File: src/rtl/alu_pkg.sv
package alu_pkg;
  localparam int unsigned DIGIT_W = 4;

  typedef struct packed {
    logic c;
    logic z;
    logic v;
    logic n;
  } alu_flags_t;
endpackage

File: src/rtl/bin_addsub.sv
module bin_addsub #(
  parameter int unsigned W = 8
) (
  input  logic [W-1:0] a,
  input  logic [W-1:0] b,
  input  logic         cin,
  input  logic         sub,
  output logic [W-1:0] sum,
  output logic         cout,
  output logic         ovf
);
  logic [W-1:0] b_eff;

  always_comb begin
    // subtract reuses the adder with the operand inverted
    b_eff       = sub ? ~b : b;
    {cout, sum} = {1'b0, a} + {1'b0, b_eff} + {{W{1'b0}}, cin};
    // same-sign inputs yielding a different-sign result
    ovf         = ~(a[W-1] ^ b_eff[W-1]) & (a[W-1] ^ sum[W-1]);
  end
endmodule

File: src/rtl/bcd_addsub.sv
module bcd_addsub #(
  parameter int unsigned DIGITS = 2
) (
  input  logic [4*DIGITS-1:0] a,
  input  logic [4*DIGITS-1:0] b,
  input  logic                cin,
  input  logic                sub,
  output logic [4*DIGITS-1:0] sum,
  output logic                cout
);
  localparam int unsigned DW = 4 * DIGITS;

  logic [DIGITS:0] add_cy;
  logic [DIGITS:0] sub_bw;
  logic [DW-1:0]   add_res;
  logic [DW-1:0]   sub_res;

  assign add_cy[0] = cin;
  assign sub_bw[0] = ~cin;

  for (genvar d = 0; d < DIGITS; d++) begin : g_digit
    logic [3:0] da;
    logic [3:0] db;
    logic [5:0] s_raw;
    logic [5:0] d_raw;

    assign da = a[4*d +: 4];
    assign db = b[4*d +: 4];

    always_comb begin
      // add: correct digit sums above nine
      s_raw               = {2'b00, da} + {2'b00, db} + {5'b0, add_cy[d]};
      add_cy[d+1]         = (s_raw > 6'd9);
      add_res[4*d +: 4]   = add_cy[d+1] ? (s_raw[3:0] + 4'd6) : s_raw[3:0];
      // subtract: a negative digit difference is pulled down by six
      d_raw               = {2'b00, da} - {2'b00, db} - {5'b0, sub_bw[d]};
      sub_bw[d+1]         = d_raw[5];
      sub_res[4*d +: 4]   = sub_bw[d+1] ? (d_raw[3:0] - 4'd6) : d_raw[3:0];
    end
  end

  always_comb begin
    sum  = sub ? sub_res : add_res;
    cout = sub ? ~sub_bw[DIGITS] : add_cy[DIGITS];
  end
endmodule

File: src/rtl/addsub_alu.sv
module addsub_alu #(
  parameter int unsigned DIGITS = 2
) (
  input  logic                  clk,
  input  logic                  rst_n,
  input  logic                  in_valid,
  input  logic                  op_sub,
  input  logic                  dec_mode,
  input  logic [4*DIGITS-1:0]   acc_in,
  input  logic [4*DIGITS-1:0]   opnd_in,
  input  logic                  carry_in,
  output logic                  out_valid,
  output logic [4*DIGITS-1:0]   result,
  output logic                  flag_c,
  output logic                  flag_z,
  output logic                  flag_v,
  output logic                  flag_n
);
  import alu_pkg::*;

  localparam int unsigned DW = alu_pkg::DIGIT_W * DIGITS;

  logic [DW-1:0] bin_sum;
  logic          bin_c;
  logic          bin_v;
  logic [DW-1:0] dec_sum;
  logic          dec_c;

  logic [DW-1:0] res_d, res_q;
  alu_flags_t    flg_d, flg_q;
  logic          vld_q;

  bin_addsub #(.W(DW)) u_bin (
    .a(acc_in), .b(opnd_in), .cin(carry_in), .sub(op_sub),
    .sum(bin_sum), .cout(bin_c), .ovf(bin_v)
  );

  bcd_addsub #(.DIGITS(DIGITS)) u_bcd (
    .a(acc_in), .b(opnd_in), .cin(carry_in), .sub(op_sub),
    .sum(dec_sum), .cout(dec_c)
  );

  // next-state selection
  always_comb begin
    if (dec_mode) begin
      res_d   = dec_sum;
      flg_d.c = dec_c;
      flg_d.v = 1'b0;
      flg_d.n = 1'b0;
    end else begin
      res_d   = bin_sum;
      flg_d.c = bin_c;
      flg_d.v = bin_v;
      flg_d.n = bin_sum[DW-1];
    end
    flg_d.z = (res_d == '0);
  end

  // output register with explicit capture enable
  always_ff @(posedge clk or negedge rst_n) begin
    if (!rst_n) begin
      res_q <= '0;
      flg_q <= '0;
      vld_q <= 1'b0;
    end else begin
      vld_q <= in_valid;
      if (in_valid) begin
        res_q <= res_d;
        flg_q <= flg_d;
      end
    end
  end

  assign out_valid = vld_q;
  assign result    = res_q;
  assign flag_c    = flg_q.c;
  assign flag_z    = flg_q.z;
  assign flag_v    = flg_q.v;
  assign flag_n    = flg_q.n;

  a_r9_dec_clears_v_n: assert property (@(posedge clk) disable iff (!rst_n)
    (in_valid && dec_mode) |=> (!flag_v && !flag_n));

  a_r9_zero_tracks_result: assert property (@(posedge clk) disable iff (!rst_n)
    out_valid |-> (flag_z == (result == '0)));

  a_r10_hold_without_strobe: assert property (@(posedge clk) disable iff (!rst_n)
    !in_valid |=> ($stable(result) && $stable(flag_c) && $stable(flag_z)
                   && $stable(flag_v) && $stable(flag_n)));

  a_r10_strobe_follows: assert property (@(posedge clk) disable iff (!rst_n)
    in_valid |=> out_valid);

  a_r10_no_spurious_strobe: assert property (@(posedge clk) disable iff (!rst_n)
    !in_valid |=> !out_valid);

  // R1 / R3 binary sum and carry against the captured operands
  a_r1_binary_sum: assert property (@(posedge clk) disable iff (!rst_n)
    (in_valid && !dec_mode) |=>
      ({flag_c, result} == ({1'b0, $past(acc_in)}
        + {1'b0, ($past(op_sub) ? ~$past(opnd_in) : $past(opnd_in))}
        + {{DW{1'b0}}, $past(carry_in)})));
endmodule

File: config.mk
export PLATFORM = sky130hd
export DESIGN_NAME = addsub_alu
export DESIGN_NICKNAME = d
export VERILOG_FILES = /design/src/rtl/alu_pkg.sv /design/src/rtl/bin_addsub.sv /design/src/rtl/bcd_addsub.sv /design/src/rtl/addsub_alu.sv
export SDC_FILE = /design/constraint.sdc
export NUM_CORES = 1
export LEC_CHECK = 0
export BUFFER_PORTS_ARGS = -buffer_cell sky130_fd_sc_hd__buf_4
export CORE_UTILIZATION = 30
export DETAILED_ROUTE_END_ITERATION = 6
export PLACE_DENSITY_LB_ADDON = 0.25
export SYNTH_ARGS = -nofsm -noshare
export SYNTH_HDL_FRONTEND = slang
export SYNTH_SLANG_ARGS = --single-unit
File: constraint.sdc
create_clock -name clk -period 0.8 [get_ports clk]
set_input_delay 0.04 -clock clk [delete_from_list [all_inputs] [get_ports clk]]
set_output_delay 0.04 -clock clk [all_outputs]
set_load 0.1 [all_outputs]
# Word-level counts from Yosys, hierarchy flattened
# Index checks and enable logic that the tools add are counted.
# totals
ff_bits,13
out_inout_bits,13
in_bits,22
# classes
n_mux,10
addsub,14
order_cmp,2
bitwise_logic,7
reduce_logical,1
# ops
cell,count
8-bit 2-to-1 mux,3
4-bit 2-to-1 mux,4
6-bit by 1-bit adder with 6-bit output,2
"6-bit by 4-bit greater-than comparator with 1-bit output, second input constant",2
6-bit by 1-bit subtractor with 6-bit output,2
4-bit by 4-bit adder with 5-bit output,2
4-bit by 4-bit subtractor with 5-bit output,2
8-bit by 8-bit adder with 9-bit output,1
9-bit by 1-bit adder with 9-bit output,1
"4-bit by 3-bit adder with 4-bit output, second input constant",2
8-bit logical NOT,1
8-bit NOT,1
"4-bit by 3-bit subtractor with 4-bit output, second input constant",2
1-bit NOT,3
1-bit 2-to-1 mux,2
2-bit 2-to-1 mux,1
1-bit bitwise XOR,2
1-bit AND,1

# Longest topological paths before layout
# Gate-level depths: netlist of the first run.
# depth
word_depth,9
depth_mapped,21
mapped_depth_nobuf,21

# Modules after synthesis
# Synthesis of the first run repeated with hierarchy kept, for this count alone.
# hier_totals
hier_cells,282
area_unflattened_um2,2392.3
# modules_own_cells
mod,cells_each,n_inst,area_per_inst_um2
bcd_addsub,165,1,1303.8
addsub_alu,57,1,623.1
bin_addsub,60,1,465.4

# Worst setup path after synthesis of the first run
# OpenSTA, ideal clock, no wires.
# synth_path
path_type,input-to-reg
from,in acc_in[0]
to,"reg flg_q, in the netlist flag_z"
path_slack_ns,-2.937
required_ns,0.696
path_buffers,0
stages,21
t_arrival_ns,3.634
cell_sequence,inv_1 > ha_1 > inv_1 > fa_1 > xnor2_1 > nand3_1 > nor2_1 > a211oi_2 > inv_1 > ha_1 > ha_1 > xnor2_1 > ha_1 > a2111oi_0 > nand2_1 > o21ai_0 > xnor2_1 > mux2i_1 > nor2_1 > a221o_1 > o41ai_2
# synth_via
elab_chain_len,9
elab_cells_between_ends,21
cone_classes,add/sub (12); order compare (2); mux (6); reduce/logical (1)
# synth_rtl
element,line,source
"start, declared",addsub_alu.sv:9,"input logic [4*DIGITS-1:0] acc_in,"
4-bit by 4-bit adder with 5-bit output,bcd_addsub.sv:32,"s_raw = {2'b00, da} + {2'b00, db} + {5'b0, add_cy[d]};"
6-bit by 1-bit adder with 6-bit output,bcd_addsub.sv:32,
6-bit by 4-bit greater-than comparator with 1-bit output,bcd_addsub.sv:33,add_cy[d+1] = (s_raw > 6'd9);
6-bit by 1-bit adder with 6-bit output,bcd_addsub.sv:32,
6-bit by 4-bit greater-than comparator with 1-bit output / 4-bit by 3-bit adder with 4-bit output (equally long branches),"bcd_addsub.sv:33, bcd_addsub.sv:34",
4-bit 2-to-1 mux,bcd_addsub.sv:34,add_res[4*d +: 4] = add_cy[d+1] ? (s_raw[3:0] + 4'd6) : s_raw[3:0];
8-bit 2-to-1 mux,bcd_addsub.sv:43,sum = sub ? sub_res : add_res;
8-bit 2-to-1 mux *,addsub_alu.sv:45,if (dec_mode) begin
8-bit logical NOT *,addsub_alu.sv:56,flg_d.z = (res_d == '0);
"end signal, assigned",addsub_alu.sv:69,flg_q <= flg_d;
"end, declared",addsub_alu.sv:30,"alu_flags_t flg_d, flg_q;"
# Every way passes the cells marked *; elsewhere a longest branch is shown, timed or not.
# A chain may end at the register's enable or synchronous reset.

# Worst setup path in the final report of the first run
# layout_path
from,in opnd_in[0]
to,"reg res_q[7], in the netlist result[7]"
# layout_via
elab_chain_len,8
elab_cells_between_ends,18
cone_classes,add/sub (10); order compare (2); mux (5); bitwise (1)
# layout_rtl
element,line,source
"start, declared",addsub_alu.sv:10,"input logic [4*DIGITS-1:0] opnd_in,"
4-bit by 4-bit adder with 5-bit output,bcd_addsub.sv:32,
6-bit by 1-bit adder with 6-bit output,bcd_addsub.sv:32,
6-bit by 4-bit greater-than comparator with 1-bit output,bcd_addsub.sv:33,
6-bit by 1-bit adder with 6-bit output,bcd_addsub.sv:32,
6-bit by 4-bit greater-than comparator with 1-bit output / 4-bit by 3-bit adder with 4-bit output (equally long branches),"bcd_addsub.sv:33, bcd_addsub.sv:34",
4-bit 2-to-1 mux,bcd_addsub.sv:34,
8-bit 2-to-1 mux,bcd_addsub.sv:43,
8-bit 2-to-1 mux *,addsub_alu.sv:45,
"end signal, assigned",addsub_alu.sv:68,res_q <= res_d;
"end, declared",addsub_alu.sv:29,"logic [DW-1:0] res_d, res_q;"
# Marked as above.

==> flow_summary.html, run 1 <==
<table>
<tr><th>Metric</th><th>Value</th></tr>
<tr><th colspan="2">Critical path</th></tr>
<tr><td>Highest-delay cell along the critical path</td><td>sky130_fd_sc_hd__fa_2</td></tr>
<tr><td>Critical path data required time</td><td>0.92 ns</td></tr>
<tr><td>Crit path capture type</td><td>register</td></tr>
<tr><td>Most used cell along the critical path</td><td>sky130_fd_sc_hd__ha_4</td></tr>
<tr><td>Largest stage delay on the critical path</td><td>0.57 ns</td></tr>
<tr><td>Crit Path Category</td><td>input port to register</td></tr>
<tr><td>Startpoint type of the worst setup path</td><td>input port</td></tr>
<tr><td>Arrival time of the worst setup path</td><td>3.53 ns</td></tr>
<tr><td>Worst-path cell chain</td><td>buf_8 &gt; ha_4 &gt; fa_2 &gt; ha_4 &gt; inv_4 &gt; nand2_4 &gt; and2_4 &gt; or2_4 &gt; nand3_4 &gt; nand2b_4 &gt; ha_4 &gt; ha_4 &gt; nor2b_4 &gt; nor3_2 &gt; o211ai_1 &gt; a211oi_2 &gt; xnor2_1 &gt; a221o_1 &gt; mux2_4</td></tr>
<tr><td>Maximum fanout encountered on the critical timing path</td><td>3</td></tr>
<tr><th colspan="2">STA</th></tr>
<tr><td>Final worst slack</td><td>-2.606 ns</td></tr>
<tr><td>Unrepaired setup endpoints after global routing</td><td>yes</td></tr>
<tr><td>Worst Skew</td><td>0 ns</td></tr>
<tr><td>Period Utilization, post-route</td><td>425.8%</td></tr>
<tr><td>Endpoints failing hold</td><td>0</td></tr>
<tr><td>Final count of pins violating max slew</td><td>0</td></tr>
<tr><td>Worst hold margin</td><td>0.1079 ns</td></tr>
<tr><td>Fmax</td><td>293.6 MHz</td></tr>
<tr><td>Crit path time final</td><td>3.406 ns</td></tr>
<tr><td>Worst-Margin Slew</td><td>0.4952 ns</td></tr>
<tr><td>Setup-violating endpoint count in the final report</td><td>25</td></tr>
<tr><td>Slew margin rel.</td><td>66.75%</td></tr>
<tr><th colspan="2">Logic synthesis</th></tr>
<tr><td>Count of flip-flops with a built-in enable after synthesis</td><td>0</td></tr>
<tr><td>Post-synth cell types</td><td>55</td></tr>
<tr><td>Instance count of the mapped netlist</td><td>292</td></tr>
<tr><td>Main flop type after synthesis</td><td>sky130_fd_sc_hd__dfrtp_1</td></tr>
<tr><td>Fraction of the yosys area taken by sequential cells</td><td>13.33%</td></tr>
<tr><td>Post-Syn Area</td><td>2440 um2</td></tr>
<tr><td>Share of flip-flops with an asynchronous set or reset after synthesis</td><td>100.0%</td></tr>
<tr><td>Largest cells by area after synthesis</td><td>sky130_fd_sc_hd__ha_1 (18%), sky130_fd_sc_hd__dfrtp_1 (13%), sky130_fd_sc_hd__xnor2_1 (6.5%)</td></tr>
<tr><td>Syn_area_per_cell</td><td>8.356 um2</td></tr>
<tr><td>Post-synthesis register bit count</td><td>13</td></tr>
<tr><td>Number of warnings reported in the yosys synthesis log</td><td>0</td></tr>
<tr><td>Cell type contributing the most total cell area after synthesis</td><td>sky130_fd_sc_hd__ha_1</td></tr>
<tr><td>Syn nets</td><td>355</td></tr>
<tr><td>Share of the synthesized area in the top cell type</td><td>17.95%</td></tr>
<tr><th colspan="2">Pwr</th></tr>
<tr><td>Post-layout power</td><td>7.865 mW</td></tr>
<tr><td>Power per cell area</td><td>1806 nW/um2</td></tr>
<tr><td>Internal power</td><td>4.254 mW</td></tr>
<tr><td>Leakage Power</td><td>2.027 nW</td></tr>
<tr><td>Fraction of power spent switching nets</td><td>45.92%</td></tr>
<tr><td>Net switching power</td><td>3.612 mW</td></tr>
<tr><td>Clock group share of total power</td><td>7.3%</td></tr>
<tr><td>Max VDD drop</td><td>0.9538 mV</td></tr>
<tr><td>Combinational share of power</td><td>80.4%</td></tr>
<tr><td>Proportion of power drawn by flip-flops and latches</td><td>12.3%</td></tr>
<tr><th colspan="2">Global route</th></tr>
<tr><td>Global router's overall resource usage</td><td>16.82%</td></tr>
<tr><td>First-pass GRT wire length</td><td>11.72 mm</td></tr>
<tr><td>Via count of the first global-routing pass</td><td>2,657</td></tr>
<tr><td>Grt total ovfl</td><td>0</td></tr>
<tr><td>Antenna violations before repair</td><td>0</td></tr>
<tr><td>Largest net degree at the start of global routing</td><td>14</td></tr>
<tr><th colspan="2">Floorplanning</th></tr>
<tr><td>Floorplan die area</td><td>8497 um2</td></tr>
<tr><td>FP Rows</td><td>32</td></tr>
<tr><td>Height of the die</td><td>92.18 um</td></tr>
<tr><td>Die Width</td><td>92.18 um</td></tr>
<tr><td>Placeable core region</td><td>7807 um2</td></tr>
<tr><td>Top-Level Pins</td><td>35</td></tr>
<tr><td>Starting density of the core</td><td>31.25%</td></tr>
<tr><th colspan="2">Clock network</th></tr>
<tr><td>Largest buffer count on any clock path</td><td>2</td></tr>
<tr><td>Clock tree root driver cell</td><td>sky130_fd_sc_hd__clkbuf_8</td></tr>
<tr><td>Clock tree from TritonCTS</td><td>built</td></tr>
<tr><td>CTS sink cnt</td><td>13</td></tr>
<tr><td>H-tree Lvls</td><td>1</td></tr>
<tr><td>Number of buffers created by CTS</td><td>3</td></tr>
<tr><td>Clock-pin transition on the worst setup and hold timing paths</td><td>0.05 ns</td></tr>
<tr><td>Skew-Pair Late Insertion Delay</td><td>0.24 ns</td></tr>
<tr><th colspan="2">Layout</th></tr>
<tr><td>Net count reported at finish</td><td>500</td></tr>
<tr><td>Area Growth Syn to Fin</td><td>78.51%</td></tr>
<tr><td>Filler cell count in the final layout</td><td>695</td></tr>
<tr><td>Layout cells sized above 1</td><td>54.36%</td></tr>
<tr><td>Area of all placed cells without fillers</td><td>4355 um2</td></tr>
<tr><td>Leading cell types in the layout, fill and taps excluded</td><td>sky130_fd_sc_hd__buf_4 (125), sky130_fd_sc_hd__inv_1 (25), sky130_fd_sc_hd__ha_1 (25)</td></tr>
<tr><td>Commonest non-fill, non-tap cell in the layout</td><td>sky130_fd_sc_hd__buf_4</td></tr>
<tr><td>Layout Utilization</td><td>55.79%</td></tr>
<tr><td>Antenna Cells</td><td>0</td></tr>
<tr><th colspan="2">Routing</th></tr>
<tr><td>Number of detailed-route iterations in the first pass</td><td>4</td></tr>
<tr><td>Antenna Violating Nets Remaining</td><td>0</td></tr>
<tr><td>Routed Wire Length</td><td>7.307 mm</td></tr>
<tr><td>DRC errors left</td><td>0</td></tr>
<tr><td>Number of vias in the routed layout</td><td>2,604</td></tr>
<tr><td>Initial DRC Count</td><td>61</td></tr>
<tr><td>Average wire per standard cell</td><td>13.58 um</td></tr>
<tr><td>Vias per inst</td><td>4.840</td></tr>
<tr><th colspan="2">Run status</th></tr>
<tr><td>Result of the run</td><td>complete, but fails checks</td></tr>
<tr><td>Failing checks</td><td>negative setup slack</td></tr>
<tr><th colspan="2">Placement</th></tr>
<tr><td>IO buf count</td><td>34</td></tr>
<tr><td>Instance area at placement</td><td>3595 um2</td></tr>
<tr><td>Final weighted congestion in routability-driven placement</td><td>0.7942</td></tr>
<tr><td>Detail Placement HPWL</td><td>5.602 mm</td></tr>
<tr><th colspan="2">Hold path</th></tr>
<tr><td>Path class of the lowest-slack min-delay path</td><td>input port to register</td></tr>
<tr><th colspan="2">Flow run</th></tr>
<tr><td>Number of max-cap violations</td><td>0</td></tr>
</table>
[synthesized netlist by cell type (all sizes together), types with 3 or more instances]
master   n
ha      35
inv     30
nand2   21
nor2    21
xnor2   18
xor2    15
dfrtp   13
a21oi   12
o21ai   10
mux2i    9
nand2b   7
and2     6
fa       6
nor2b    6
o211ai   6
a21o     5
clkbuf   5
nand3    5
nor3     5
a211oi   4
mux2     4
nor4     4
a221o    3
a31o     3
o22ai    3
[area by class of cell]
type,count,area (um2),share of cell area (%)
Timing Repair Buffer,147,1280,29.39
Inverter,30,117.6,2.700
Clock buffer,4,45.04,1.034
Sequential cell,13,340.3,7.814
Multi-Input combinational cell,242,2445,56.13
Tap cell,102,127.6,2.930
[sequential cells by signal, summed over array words and instances (netlist names)]
signal and flops:
flag_z 1, out_valid 1, flag_c 1, flag_n 1, result 8, flag_v 1
[logic make-up after synthesis]
| family | count (synthesis) | share of synthesized area (%) |
|---|---|---|
| AOI/OAI and AO/OA | 67 | 20.46 |
| muxes | 13 | 5.538 |
| adders and majority gates | 41 | 22.87 |
| and+or+nand+nor | 87 | 18.10 |
| DFF | 13 | 13.33 |
| buffers and inverters | 37 | 5.846 |
| xor gates and xnor gates | 34 | 13.85 |
[worst paths after layout]
path | startpoint | endpoint | slack [ns] | cells past startpoint
min in group asynchronous | rst_n | result[5] | 0.18 | 2
max reg2reg | flag_n | flag_n | -0.05 | 2
min reg2reg | result[0] | result[0] | 0.52 | 2
max | opnd_in[0] | result[7] | -2.61 | 19
min | in_valid | out_valid | 0.11 | 2
max in group asynchronous | rst_n | result[1] | 0.45 | 2
[stage by stage]
stage | setup slack (ns) | setup TNS (ns) | std cells
after floorplan | -2.647 | -21.58 | 292
after global placement | -2.936 | -25.76 | 512
after detailed placement | -3.074 | -26.55 | 512
after CTS | -2.527 | -23.17 | 531
after global routing | -2.763 | -25.15 | 538
final | -2.606 | -23.36 | 538
[power by group through the flow]
stage | logic [mW] | registers [mW] | clock network, mW
6_report | 6.32 | 0.970 | 0.573
5_1_grt | 6.75 | 0.988 | 0.627
4_1_cts | 5.66 | 0.938 | 0.604
3_5_place_dp | 4.95 | 0.911 | 0
3_3_place_gp | 4.91 | 0.905 | 0
2_1_floorplan | 2.27 | 1.94 | 0
[critical path: cells and delay by family]
family | cells | cell delay (ns)
adders and majority gates | 5 | 1.40
xor gates and xnor gates | 1 | 0.10
AOI/OAI and AO/OA | 3 | 0.80
muxes | 1 | 0.27
buffers and inverters | 2 | 0.17
and+or+nand+nor | 7 | 0.73
[what timing repair did]
action	4_1_cts	5_1_grt
endpoints found under the setup margin	25	25
gates resized for setup	65	52
pin swaps	35	33
hold buffers	1	0
setup buffers	15	10
hold endpoints to repair	13	0
[layer usage]
layer,GRT usage (%),part of all wire [%]
met5,0,0
met4,2.083,1.2
met3,1.244,1.8
met2,32.65,53
met1,20.49,43
No activity file was read; power rests on OpenSTA's default activity.
==> inputs of run 2 (changes only) <==
- GPL_TIMING_DRIVEN: unset -> 0
==> flow_summary.html, run 2 (synthesized netlist as in run 1, its figures left out) <==
<table>
<tr><th>Metric</th><th>Value</th></tr>
<tr><th colspan="2">Run status</th></tr>
<tr><td>Result of the run</td><td>complete, but fails checks</td></tr>
<tr><td>Failing checks</td><td>negative setup slack</td></tr>
<tr><th colspan="2">Hold path</th></tr>
<tr><td>Instance count along the most critical hold path</td><td>3</td></tr>
<tr><td>Terminating pin of the worst hold path</td><td>flag_v</td></tr>
<tr><td>Path class of the lowest-slack min-delay path</td><td>input port to register</td></tr>
<tr><td>Hold Crit Start</td><td>acc_in[7]</td></tr>
<tr><th colspan="2">Routing</th></tr>
<tr><td>Average wire per standard cell</td><td>14.24 um</td></tr>
<tr><td>Routed Wire Length</td><td>6.634 mm</td></tr>
<tr><td>Number of detailed-route iterations in the first pass</td><td>4</td></tr>
<tr><td>Number of vias in the routed layout</td><td>2,371</td></tr>
<tr><td>Initial DRC Count</td><td>62</td></tr>
<tr><td>Vias per inst</td><td>5.088</td></tr>
<tr><td>Antenna Violating Nets Remaining</td><td>0</td></tr>
<tr><td>DRC errors left</td><td>0</td></tr>
<tr><th colspan="2">Clock network</th></tr>
<tr><td>Clock tree root driver cell</td><td>sky130_fd_sc_hd__clkbuf_8</td></tr>
<tr><td>Skew-Pair Late Insertion Delay</td><td>0.24 ns</td></tr>
<tr><td>Largest buffer count on any clock path</td><td>2</td></tr>
<tr><td>Clock tree from TritonCTS</td><td>built</td></tr>
<tr><td>Clock-pin transition on the worst setup and hold timing paths</td><td>0.05 ns</td></tr>
<tr><td>Number of buffers created by CTS</td><td>3</td></tr>
<tr><td>H-tree Lvls</td><td>1</td></tr>
<tr><td>CTS sink cnt</td><td>13</td></tr>
<tr><th colspan="2">Critical path</th></tr>
<tr><td>Crit Path Category</td><td>input port to register</td></tr>
<tr><td>Combined buffer and inverter count along the critical path</td><td>3</td></tr>
<tr><td>Worst-path cell chain</td><td>buf_8 &gt; ha_4 &gt; fa_2 &gt; ha_4 &gt; inv_4 &gt; nand2_4 &gt; and2_4 &gt; or2_4 &gt; nand3_4 &gt; nand2b_4 &gt; ha_4 &gt; ha_4 &gt; nor2b_4 &gt; nor3_1 &gt; o211ai_1 &gt; buf_4 &gt; and4_4 &gt; a311o_1 &gt; o211ai_1 &gt; o41ai_2</td></tr>
<tr><td>R2R Setup Slk</td><td>-0.07 ns</td></tr>
<tr><td>Critical path data required time</td><td>0.94 ns</td></tr>
<tr><td>Highest-delay cell along the critical path</td><td>sky130_fd_sc_hd__fa_2</td></tr>
<tr><td>Maximum fanout encountered on the critical timing path</td><td>3</td></tr>
<tr><td>Arrival time of the worst setup path</td><td>3.62 ns</td></tr>
<tr><td>Startpoint type of the worst setup path</td><td>input port</td></tr>
<tr><td>Most used cell along the critical path</td><td>sky130_fd_sc_hd__ha_4</td></tr>
<tr><td>Critical path depth</td><td>20</td></tr>
<tr><td>CP delay by family, top</td><td>adder cells</td></tr>
<tr><td>Capture point of the worst reg-to-reg path</td><td>flag_n</td></tr>
<tr><td>Crit path capture type</td><td>register</td></tr>
<tr><td>Number of cell instances on the worst register-to-register path</td><td>2</td></tr>
<tr><td>Largest stage delay on the critical path</td><td>0.59 ns</td></tr>
<tr><td>Beginning of the worst register-to-register path</td><td>flag_n</td></tr>
<tr><th colspan="2">Global route</th></tr>
<tr><td>Largest net degree at the start of global routing</td><td>14</td></tr>
<tr><td>Antenna violations before repair</td><td>0</td></tr>
<tr><td>Global router's overall resource usage</td><td>16.31%</td></tr>
<tr><td>Via count of the first global-routing pass</td><td>2,448</td></tr>
<tr><td>Grt total ovfl</td><td>0</td></tr>
<tr><td>First-pass GRT wire length</td><td>11.26 mm</td></tr>
<tr><th colspan="2">Layout</th></tr>
<tr><td>Layout cells sized above 1</td><td>45.33%</td></tr>
<tr><td>Net count reported at finish</td><td>428</td></tr>
<tr><td>Leading cell types in the layout, fill and taps excluded</td><td>sky130_fd_sc_hd__buf_4 (48), sky130_fd_sc_hd__inv_1 (24), sky130_fd_sc_hd__ha_1 (23)</td></tr>
<tr><td>Number of standard cells in the layout, taps in and fillers out</td><td>466</td></tr>
<tr><td>Footprint of the flip-flops and latches</td><td>340.3 um2</td></tr>
<tr><td>Area occupied by multi-input gates</td><td>2471 um2</td></tr>
<tr><td>Antenna Cells</td><td>0</td></tr>
<tr><td>Area of all placed cells without fillers</td><td>3846 um2</td></tr>
<tr><td>Commonest non-fill, non-tap cell in the layout</td><td>sky130_fd_sc_hd__buf_4</td></tr>
<tr><td>Number of flip-flops in the largest register</td><td>8</td></tr>
<tr><td>Filler cell count in the final layout</td><td>713</td></tr>
<tr><td>Area Growth Syn to Fin</td><td>57.64%</td></tr>
<tr><td>Layout Utilization</td><td>49.26%</td></tr>
<tr><th colspan="2">STA</th></tr>
<tr><td>Final count of pins violating max slew</td><td>0</td></tr>
<tr><td>Unrepaired setup endpoints after global routing</td><td>yes</td></tr>
<tr><td>Total negative setup slack</td><td>-23.67 ns</td></tr>
<tr><td>Endpoints failing hold</td><td>0</td></tr>
<tr><td>Worst Skew</td><td>0 ns</td></tr>
<tr><td>Worst-Margin Slew</td><td>0.6358 ns</td></tr>
<tr><td>Final worst slack</td><td>-2.674 ns</td></tr>
<tr><td>Fmax</td><td>287.8 MHz</td></tr>
<tr><td>Slew margin rel.</td><td>57.46%</td></tr>
<tr><td>Crit path time final</td><td>3.474 ns</td></tr>
<tr><td>Worst hold margin</td><td>0.1532 ns</td></tr>
<tr><td>Period Utilization, post-route</td><td>434.3%</td></tr>
<tr><td>Setup-violating endpoint count in the final report</td><td>25</td></tr>
<tr><th colspan="2">Placement</th></tr>
<tr><td>Instance area at placement</td><td>2974 um2</td></tr>
<tr><td>Detail Placement HPWL</td><td>4.937 mm</td></tr>
<tr><td>Final weighted congestion in routability-driven placement</td><td>0.8267</td></tr>
<tr><td>Placed instance count</td><td>428</td></tr>
<tr><td>Pre-CTS worst setup slack</td><td>-3.192 ns</td></tr>
<tr><td>IO buf count</td><td>34</td></tr>
<tr><th colspan="2">Floorplanning</th></tr>
<tr><td>Placeable core region</td><td>7807 um2</td></tr>
<tr><td>Height of the die</td><td>92.18 um</td></tr>
<tr><td>Top-Level Pins</td><td>35</td></tr>
<tr><td>Floorplan die area</td><td>8497 um2</td></tr>
<tr><td>FP Rows</td><td>32</td></tr>
<tr><td>Die Width</td><td>92.18 um</td></tr>
<tr><td>Starting density of the core</td><td>31.25%</td></tr>
<tr><th colspan="2">Pwr</th></tr>
<tr><td>Post-layout power</td><td>7.096 mW</td></tr>
<tr><td>Leakage Power</td><td>1.674 nW</td></tr>
<tr><td>Max VDD drop</td><td>0.8779 mV</td></tr>
<tr><td>Power per cell area</td><td>1845 nW/um2</td></tr>
<tr><th colspan="2">Flow run</th></tr>
<tr><td>Number of max-cap violations</td><td>0</td></tr>
</table>
## run 2: worst reg2reg max path, delay by kind of cell, from the launching register on
| kind | cells | cell delay (ns) |
|---|---|---|
| AO/OA/AOI/OAI | 1 | 0.22 |
| AND/OR/NAND/NOR | 1 | 0.13 |
| flip-flops | 1 | 0.40 |
## run 2: layer usage
| metal | GRT usage, % | part of all wire (%) |
|---|---|---|
| met1 | 19.92 | 43 |
| met2 | 30.04 | 53 |
| met3 | 1.741 | 2.2 |
| met4 | 4.427 | 1.5 |
| met5 | 0 | 0 |
## run 2: where the power goes
part           leakage [nW]  internal (mW)  switching, mW
Clock                0.0228          0.351          0.221
Combinational          1.51           2.49           3.07
Sequential            0.145          0.826          0.140
## run 2: repair_timing
item / 4_1_cts / 5_1_grt
endpoints found under the setup margin: 25 / 25
resized for setup: 66 / 51
pin swaps: 31 / 31
cloned: 0 / 0
hold buffers: 2 / 0
buffers inserted: 26 / 14
endpoints found under the hold margin: 14 / 0
## run 2: worst max-delay path by stage
stage	to	from	slack, ns
after floorplan	flag_z	acc_in[0]	-2.65
after CTS	flag_z	opnd_in[0]	-2.61
after global placement	flag_z	acc_in[0]	-3.14
after detailed placement	flag_z	acc_in[0]	-3.19
final	flag_z	opnd_in[0]	-2.67
after global routing	flag_z	opnd_in[0]	-2.82
## run 2: layout make-up
cell class | instances | share of cell area, %
Sequential cell | 13 | 8.848
Timing Repair Buffer | 68 | 17.60
Inverter | 30 | 3.058
Tap cell | 102 | 3.318
Clock buffer | 4 | 1.171
Multi-Input combinational cell | 242 | 64.25
Buffer | 7 | 1.757
